===== src/rtl/clkdiv_pkg.sv =====
`timescale 1ns/1ps
package clkdiv_pkg;

  // strobes from control to datapath
  typedef struct packed {
    logic clr;  // hold dividers cleared
    logic adv;  // advance every divider by one pre-scaled edge
  } stepT;

  localparam int BANK_A  = 0;
  localparam int BANK_B  = 1;
  localparam int BANK_C  = 2;
  localparam int BANK_FB = 3;

  // half of the divide ratio, in pre-scaled edges
  function automatic int unsigned halfOf(input int bank, input logic [2:0] sel);
    int unsigned h;
    h = 1;
    case (bank)
      BANK_A: case (sel[1:0])
                2'd0: h = 2;
                2'd1: h = 3;
                2'd2: h = 4;
                default: h = 6;
              endcase
      BANK_B: h = 32'(sel[1:0]) + 2;
      BANK_C: h = 32'(sel[1:0]) + 1;
      default: h = (32'(sel[1:0]) + 2) << sel[2];
    endcase
    return h;
  endfunction

endpackage


===== src/rtl/clkdiv_ctrl.sv =====
`timescale 1ns/1ps
module clkdiv_ctrl
  import clkdiv_pkg::*;
(
  input  logic clk,
  input  logic rstN,
  input  logic runEn,
  input  logic bypass,
  input  logic vcoTick,
  input  logic refTick,
  input  logic fullRate,
  output stepT step
);

  logic runQ;
  logic preTog;
  logic srcTick;

  assign srcTick = bypass ? refTick : vcoTick;

  always_ff @(posedge clk or negedge rstN) begin
    if (!rstN) begin
      runQ   <= 1'b0;
      preTog <= 1'b0;
    end else begin
      runQ <= runEn;
      if (!runQ || fullRate) begin
        preTog <= 1'b0;
      end else if (srcTick) begin
        preTog <= ~preTog;
      end
    end
  end

  always_comb begin
    step.clr = ~runQ;
    step.adv = runQ & srcTick & (fullRate | preTog);
  end

endmodule


===== src/rtl/clkdiv_bank.sv =====
`timescale 1ns/1ps
module clkdiv_bank
  import clkdiv_pkg::*;
#(
  parameter int CNT_W   = 4,
  parameter int BANK_ID = 0
) (
  input  logic       clk,
  input  logic       rstN,
  input  stepT       step,
  input  logic [2:0] sel,
  output logic       phase
);

  logic [CNT_W-1:0] cnt;
  logic [CNT_W-1:0] term;

  always_comb begin
    term = CNT_W'(halfOf(BANK_ID, sel) - 1);
  end

  always_ff @(posedge clk or negedge rstN) begin
    if (!rstN) begin
      cnt   <= '0;
      phase <= 1'b0;
    end else if (step.clr) begin
      // preload the terminal count so the first advance raises every bank
      cnt   <= term;
      phase <= 1'b0;
    end else if (step.adv) begin
      if (cnt >= term) begin
        cnt   <= '0;
        phase <= ~phase;
      end else begin
        cnt <= cnt + 1'b1;
      end
    end
  end

endmodule


===== src/rtl/clkdiv_dp.sv =====
`timescale 1ns/1ps
module clkdiv_dp
  import clkdiv_pkg::*;
#(
  parameter int OUT_PER_BANK = 4,
  parameter int CNT_W        = 4,
  localparam int NUM_OUT     = 3 * OUT_PER_BANK,
  localparam int NUM_BANK    = 4,
  localparam int INV_FIRST   = OUT_PER_BANK / 2
) (
  input  logic             clk,
  input  logic             rstN,
  input  stepT             step,
  input  logic [1:0]       selA,
  input  logic [1:0]       selB,
  input  logic [1:0]       selC,
  input  logic [2:0]       selFb,
  input  logic             invC,
  output logic [NUM_OUT:0] phaseVec
);

  logic [2:0]          selArr [NUM_BANK];
  logic [NUM_BANK-1:0] bankPhase;

  always_comb begin
    selArr[BANK_A]  = {1'b0, selA};
    selArr[BANK_B]  = {1'b0, selB};
    selArr[BANK_C]  = {1'b0, selC};
    selArr[BANK_FB] = selFb;
  end

  for (genvar b = 0; b < NUM_BANK; b++) begin : g_bank
    clkdiv_bank #(
      .CNT_W  (CNT_W),
      .BANK_ID(b)
    ) u_bank (
      .clk  (clk),
      .rstN (rstN),
      .step (step),
      .sel  (selArr[b]),
      .phase(bankPhase[b])
    );
  end

  for (genvar b = 0; b < 3; b++) begin : g_fan
    for (genvar k = 0; k < OUT_PER_BANK; k++) begin : g_out
      if (b == BANK_C && k >= INV_FIRST) begin : g_inv
        assign phaseVec[b*OUT_PER_BANK + k] = bankPhase[b] ^ invC;
      end else begin : g_dir
        assign phaseVec[b*OUT_PER_BANK + k] = bankPhase[b];
      end
    end
  end

  assign phaseVec[NUM_OUT] = bankPhase[BANK_FB];

endmodule


===== src/rtl/clkdiv_gate.sv =====
`timescale 1ns/1ps
module clkdiv_gate #(
  parameter int NUM_OUT = 12
) (
  input  logic               clk,
  input  logic               rstN,
  input  logic               clear,
  input  logic [NUM_OUT-1:0] stopMask,
  input  logic [NUM_OUT:0]   phaseVec,
  output logic [NUM_OUT:0]   outVec
);

  logic [NUM_OUT-1:0] gateOn;

  // a gate bit only moves while its phase is low
  always_ff @(posedge clk or negedge rstN) begin
    if (!rstN) begin
      gateOn <= '1;
    end else if (clear) begin
      gateOn <= ~stopMask;
    end else begin
      for (int i = 0; i < NUM_OUT; i++) begin
        if (!phaseVec[i]) gateOn[i] <= ~stopMask[i];
      end
    end
  end

  always_comb begin
    outVec[NUM_OUT-1:0] = phaseVec[NUM_OUT-1:0] & gateOn & {NUM_OUT{~clear}};
    outVec[NUM_OUT]     = phaseVec[NUM_OUT] & ~clear;
  end

endmodule


===== src/rtl/clkdiv_banks.sv =====
`timescale 1ns/1ps
module clkdiv_banks
  import clkdiv_pkg::*;
#(
  parameter int OUT_PER_BANK = 4,
  parameter int CNT_W        = 4,
  localparam int NUM_OUT     = 3 * OUT_PER_BANK
) (
  input  logic                    clk,
  input  logic                    rstN,
  input  logic                    runEn,
  input  logic                    bypass,
  input  logic                    vcoTick,
  input  logic                    refTick,
  input  logic                    fullRate,
  input  logic [1:0]              selA,
  input  logic [1:0]              selB,
  input  logic [1:0]              selC,
  input  logic [2:0]              selFb,
  input  logic                    invC,
  input  logic [NUM_OUT-1:0]      stopMask,
  output logic [OUT_PER_BANK-1:0] qA,
  output logic [OUT_PER_BANK-1:0] qB,
  output logic [OUT_PER_BANK-1:0] qC,
  output logic                    qFb
);

  stepT             step;
  logic [NUM_OUT:0] phaseVec;
  logic [NUM_OUT:0] outVec;

  clkdiv_ctrl u_ctrl (
    .clk     (clk),
    .rstN    (rstN),
    .runEn   (runEn),
    .bypass  (bypass),
    .vcoTick (vcoTick),
    .refTick (refTick),
    .fullRate(fullRate),
    .step    (step)
  );

  clkdiv_dp #(
    .OUT_PER_BANK(OUT_PER_BANK),
    .CNT_W       (CNT_W)
  ) u_dp (
    .clk     (clk),
    .rstN    (rstN),
    .step    (step),
    .selA    (selA),
    .selB    (selB),
    .selC    (selC),
    .selFb   (selFb),
    .invC    (invC),
    .phaseVec(phaseVec)
  );

  clkdiv_gate #(
    .NUM_OUT(NUM_OUT)
  ) u_gate (
    .clk     (clk),
    .rstN    (rstN),
    .clear   (step.clr),
    .stopMask(stopMask),
    .phaseVec(phaseVec),
    .outVec  (outVec)
  );

  assign qA  = outVec[OUT_PER_BANK-1:0];
  assign qB  = outVec[2*OUT_PER_BANK-1:OUT_PER_BANK];
  assign qC  = outVec[NUM_OUT-1:2*OUT_PER_BANK];
  assign qFb = outVec[NUM_OUT];

endmodule


===== config.mk =====
export PLATFORM = sky130hd
export DESIGN_NAME = clkdiv_banks
export DESIGN_NICKNAME = d
export VERILOG_FILES = /design/src/rtl/clkdiv_pkg.sv /design/src/rtl/clkdiv_ctrl.sv /design/src/rtl/clkdiv_bank.sv /design/src/rtl/clkdiv_dp.sv /design/src/rtl/clkdiv_gate.sv /design/src/rtl/clkdiv_banks.sv
export SDC_FILE = /design/constraint.sdc
export NUM_CORES = 1
export LEC_CHECK = 0
export BUFFER_PORTS_ARGS = -buffer_cell sky130_fd_sc_hd__buf_2
export CELL_PAD_IN_SITES_DETAIL_PLACEMENT = 0
export CELL_PAD_IN_SITES_GLOBAL_PLACEMENT = 2
export CORE_ASPECT_RATIO = 1.2
export CORE_MARGIN = 3
export CORE_UTILIZATION = 35
export DETAILED_ROUTE_END_ITERATION = 12
export PLACE_DENSITY_LB_ADDON = 0.1
export REMOVE_ABC_BUFFERS = 1
export SLEW_MARGIN = 20
export SYNTH_ARGS = -nofsm -noshare
export SYNTH_HDL_FRONTEND = slang
export SYNTH_SLANG_ARGS = --single-unit

===== constraint.sdc =====
create_clock -name clk -period 2.1 [get_ports clk]
set_clock_uncertainty 0.15 [all_clocks]
set_input_delay 0.42 -clock clk [delete_from_list [all_inputs] [get_ports clk]]
set_output_delay 0.42 -clock clk [all_outputs]
set_load 0.05 [all_outputs]

==> impl_metrics.tcl <==
set metrics [dict create \
    status "completed" \
    hold_path.class "primary input to asynchronous set/reset pin" \
    grtUsageTotal 0.156 \
    fp.dieArea_sq_um 7970 \
    met2_usage 0.250 \
    r2r_slack_ns 0.09 \
    grt_util_met1 0.210 \
    post-route-util 0.499 \
    cts_tree "built" \
    synth-edff-count 0 \
    cp.required_ns 2.12 \
    fmax_mhz 479 \
    path_class "primary input to register" \
    cp_cell_sequence "buf_8, ha_4, nor3_4, xnor2_1, ha_2, nand2b_4, buf_6, a21oi_4, or2_2, a221o_1" \
    rows 32 \
    finalSetupViolations 0 \
    dr.first_iter.drc_count 72 \
    avgSynthCellArea_sq_um 9.83 \
    clockBufferDepth 2 \
    place_hpwl_microns 4290 \
    synthFlopType "dfrtp_1" \
    seq_area_frac_synth 0.357 \
    hold_slack_ns 0.0108 \
    crit_fanout 6 \
    insertion_delay_ns 0.28 \
    ys_ff_latch 34 \
    gr-total-overflow 0 \
    internal-power_uw 1950 \
    root_buffer "clkbuf_8" \
    first_pass_iters 4 \
    fin_crit_sh 0.994 \
    finalInstanceArea_sq_um 3280 \
    rsz0062_at_grt "true" \
    drt-wirelength-per-cell_microns 13.5 \
    report.final.slew_viol_count 0 \
    groute.layer.met3.usage 0.0288 \
    clock_sinks 34 \
    p_leak_uw 0.00161 \
    slowest_delay_ns 0.29 \
    core_sq_um 6570 \
    finalCriticalPeriod_ns 2.09 \
    grt_pass1_vias 2144 \
    synth_cells 247 \
    startpoint_type "primary input" \
    htree_levels 2 \
    p_comb_frac 0.504 \
    power_density_nw_per_um2 979 \
    fillers 650 \
    grt_antenna_before_repair 0 \
    io_pins 42 \
    synthArstFlopShare 1.00 \
    clk_pin_slew_worst_paths_ns 0.07 \
    viasPerCell 5.05 \
    vdd_drop_max_mv 0.473 \
    maxCapViolations 0 \
    grt_max_degree 35 \
    cp.arrival_ns 2.10 \
    antenna_left 0 \
    placed_cell_area_sq_um 2960 \
    fp.dieH_microns 97.2 \
    synth_cell_type_count 54 \
    cp-end-kind "register" \
    netSwitchingPower_uw 1260 \
    vias 2094 \
    hold_viol_final 0 \
    portBuffers 41 \
    critical_path.slowest_cell "or2_2" \
    critical_path_buf_inv_count 2 \
    p_sw_frac 0.393 \
    cts_made_buffers 5 \
    grt_busiest_layer "met2" \
    seqPwrFrac 0.341 \
    gp_congestion 0.752 \
    ys_warn_count 0 \
    n_antenna_cell 0 \
    drive_above_1_share 0.409 \
    die_w_microns 82.0 \
    clockPowerShare 0.156 \
    finalSetupTns_ns 0 \
    syn_to_final_growth_pct 35.1 \
    drc 0 \
    finalWirelength_microns 5590 \
    nets 386 \
    crit_family "simple AND/OR/NAND/NOR gates" \
    initial_core_util 0.370 \
    grt_pass1_wl_microns 9840 \
    netlist_area_sq_um 2430 \
]
[per-layer routing]
metal	vias up	part of all wire
met5	-	0
met4	0	0.013
met3	6	0.025
met2	26	0.49
met1	1001	0.47
li1	1061	-
[power by group through the flow]
stage	registers [uW]	clock network (uW)	logic (uW)
global placement	1090	0	1460
detailed placement	1090	0	1480
floorplan	1030	0	1040
CTS	1080	510	1570
finish	1090	499	1620
global route	1130	555	1820
[what timing repair did]
action	CTS	global route
hold buffers	0	0
pin swaps	12	12
endpoints found under the setup margin	16	20
resized for setup	20	15
buffers inserted	4	3
[metrics by stage]
step	instances	power, uW	setup WS [ns]
after floorplan	241	2070	-0.361
after global routing	415	3500	-0.0497
after detailed placement	402	2560	-0.589
after global placement	402	2550	-0.514
after CTS	413	3160	-0.00202
final	415	3210	0.0130
[cell type report]
cell class,count,area (sq um),share of cell area
Clock inverter,1,5.00,0.00153
Timing Repair Buffer,81,533,0.163
Tap cell,85,106,0.0324
Sequential cell,34,867,0.264
Multi-Input combinational cell,191,1620,0.494
Clock buffer,7,86.3,0.0263
Inverter,16,60.1,0.0183
[synthesized netlist by cell type, drive strengths merged (2+ instances only)]
| master | instances | area share |
|---|---|---|
| ha | 28 | 0.14 |
| xnor2 | 6 | 0.022 |
| dfstp | 12 | 0.13 |
| dfrtp | 22 | 0.23 |
| nor2 | 22 | 0.034 |
| o21a | 2 | 0.0062 |
| a31oi | 2 | 0.0052 |
| or2 | 5 | 0.013 |
| nand2 | 9 | 0.015 |
| buf | 5 | 0.014 |
| nor2b | 4 | 0.010 |
| and4bb | 2 | 0.010 |
| o31ai | 7 | 0.022 |
| inv | 16 | 0.025 |
| nand2b | 7 | 0.021 |
| a221o | 4 | 0.016 |
| and3 | 12 | 0.031 |
| and2 | 4 | 0.010 |
| o21bai | 7 | 0.022 |
| a2bb2oi | 3 | 0.011 |
| clkbuf | 2 | 0.0036 |
| a221oi | 3 | 0.013 |
| nand3 | 3 | 0.0062 |
| a21oi | 18 | 0.037 |
| o21ai | 13 | 0.028 |
| a2111oi | 3 | 0.034 |
| o211a | 5 | 0.021 |
| o211ai | 5 | 0.018 |
| nor3 | 2 | 0.0041 |
[final timing paths]
check                                        startpoint                      endpoint  cells past startpoint
min in group clk                            stopMask[8]              u_gate.gateOn[8]                      2
hold reg to reg             u_dp.g_bank[3].u_bank.phase   u_dp.g_bank[3].u_bank.phase                      1
hold / removal                                     rstN  u_dp.g_bank[1].u_bank.cnt[3]                      2
setup / recovery                               selFb[1]  u_dp.g_bank[3].u_bank.cnt[2]                     10
setup reg to reg           u_dp.g_bank[0].u_bank.cnt[0]  u_dp.g_bank[0].u_bank.cnt[2]                      7
max in group asynchronous                          rstN              u_gate.gateOn[2]                      2
[registers in the layout, summed over array words and instances, names as in the netlist]
register and count:
u_dp.g_bank.u_bank.cnt 16, u_gate.gateOn 12, u_dp.g_bank.u_bank.phase 4, u_ctrl.preTog 1
u_ctrl.runQ 1
[logic make-up (layout without fill, tap and decap cells)]
group	after synthesis	count (layout)	synth area share
compound gates	77	77	0.251
other cells	1	2	0.00154
mux	2	2	0.00876
flops	34	34	0.357
buf+inv	23	105	0.0423
xor+xnor	7	7	0.0253
fa+ha+maj	28	28	0.144
simple gates	75	75	0.171
[cell usage in the layout, fill, tap and decap left out, drive strengths merged, types with 5 or more instances in the layout]
master	instances
nor2	22
or2	5
o21ai	13
inv	16
ha	28
nand2b	7
o211a	5
a21oi	18
clkbuf	7
nand2	9
o31ai	7
buf	81
o211ai	5
and3	12
dfrtp	22
o21bai	7
dfstp	12
xnor2	6
No activity file was read; power rests on OpenSTA's default activity.
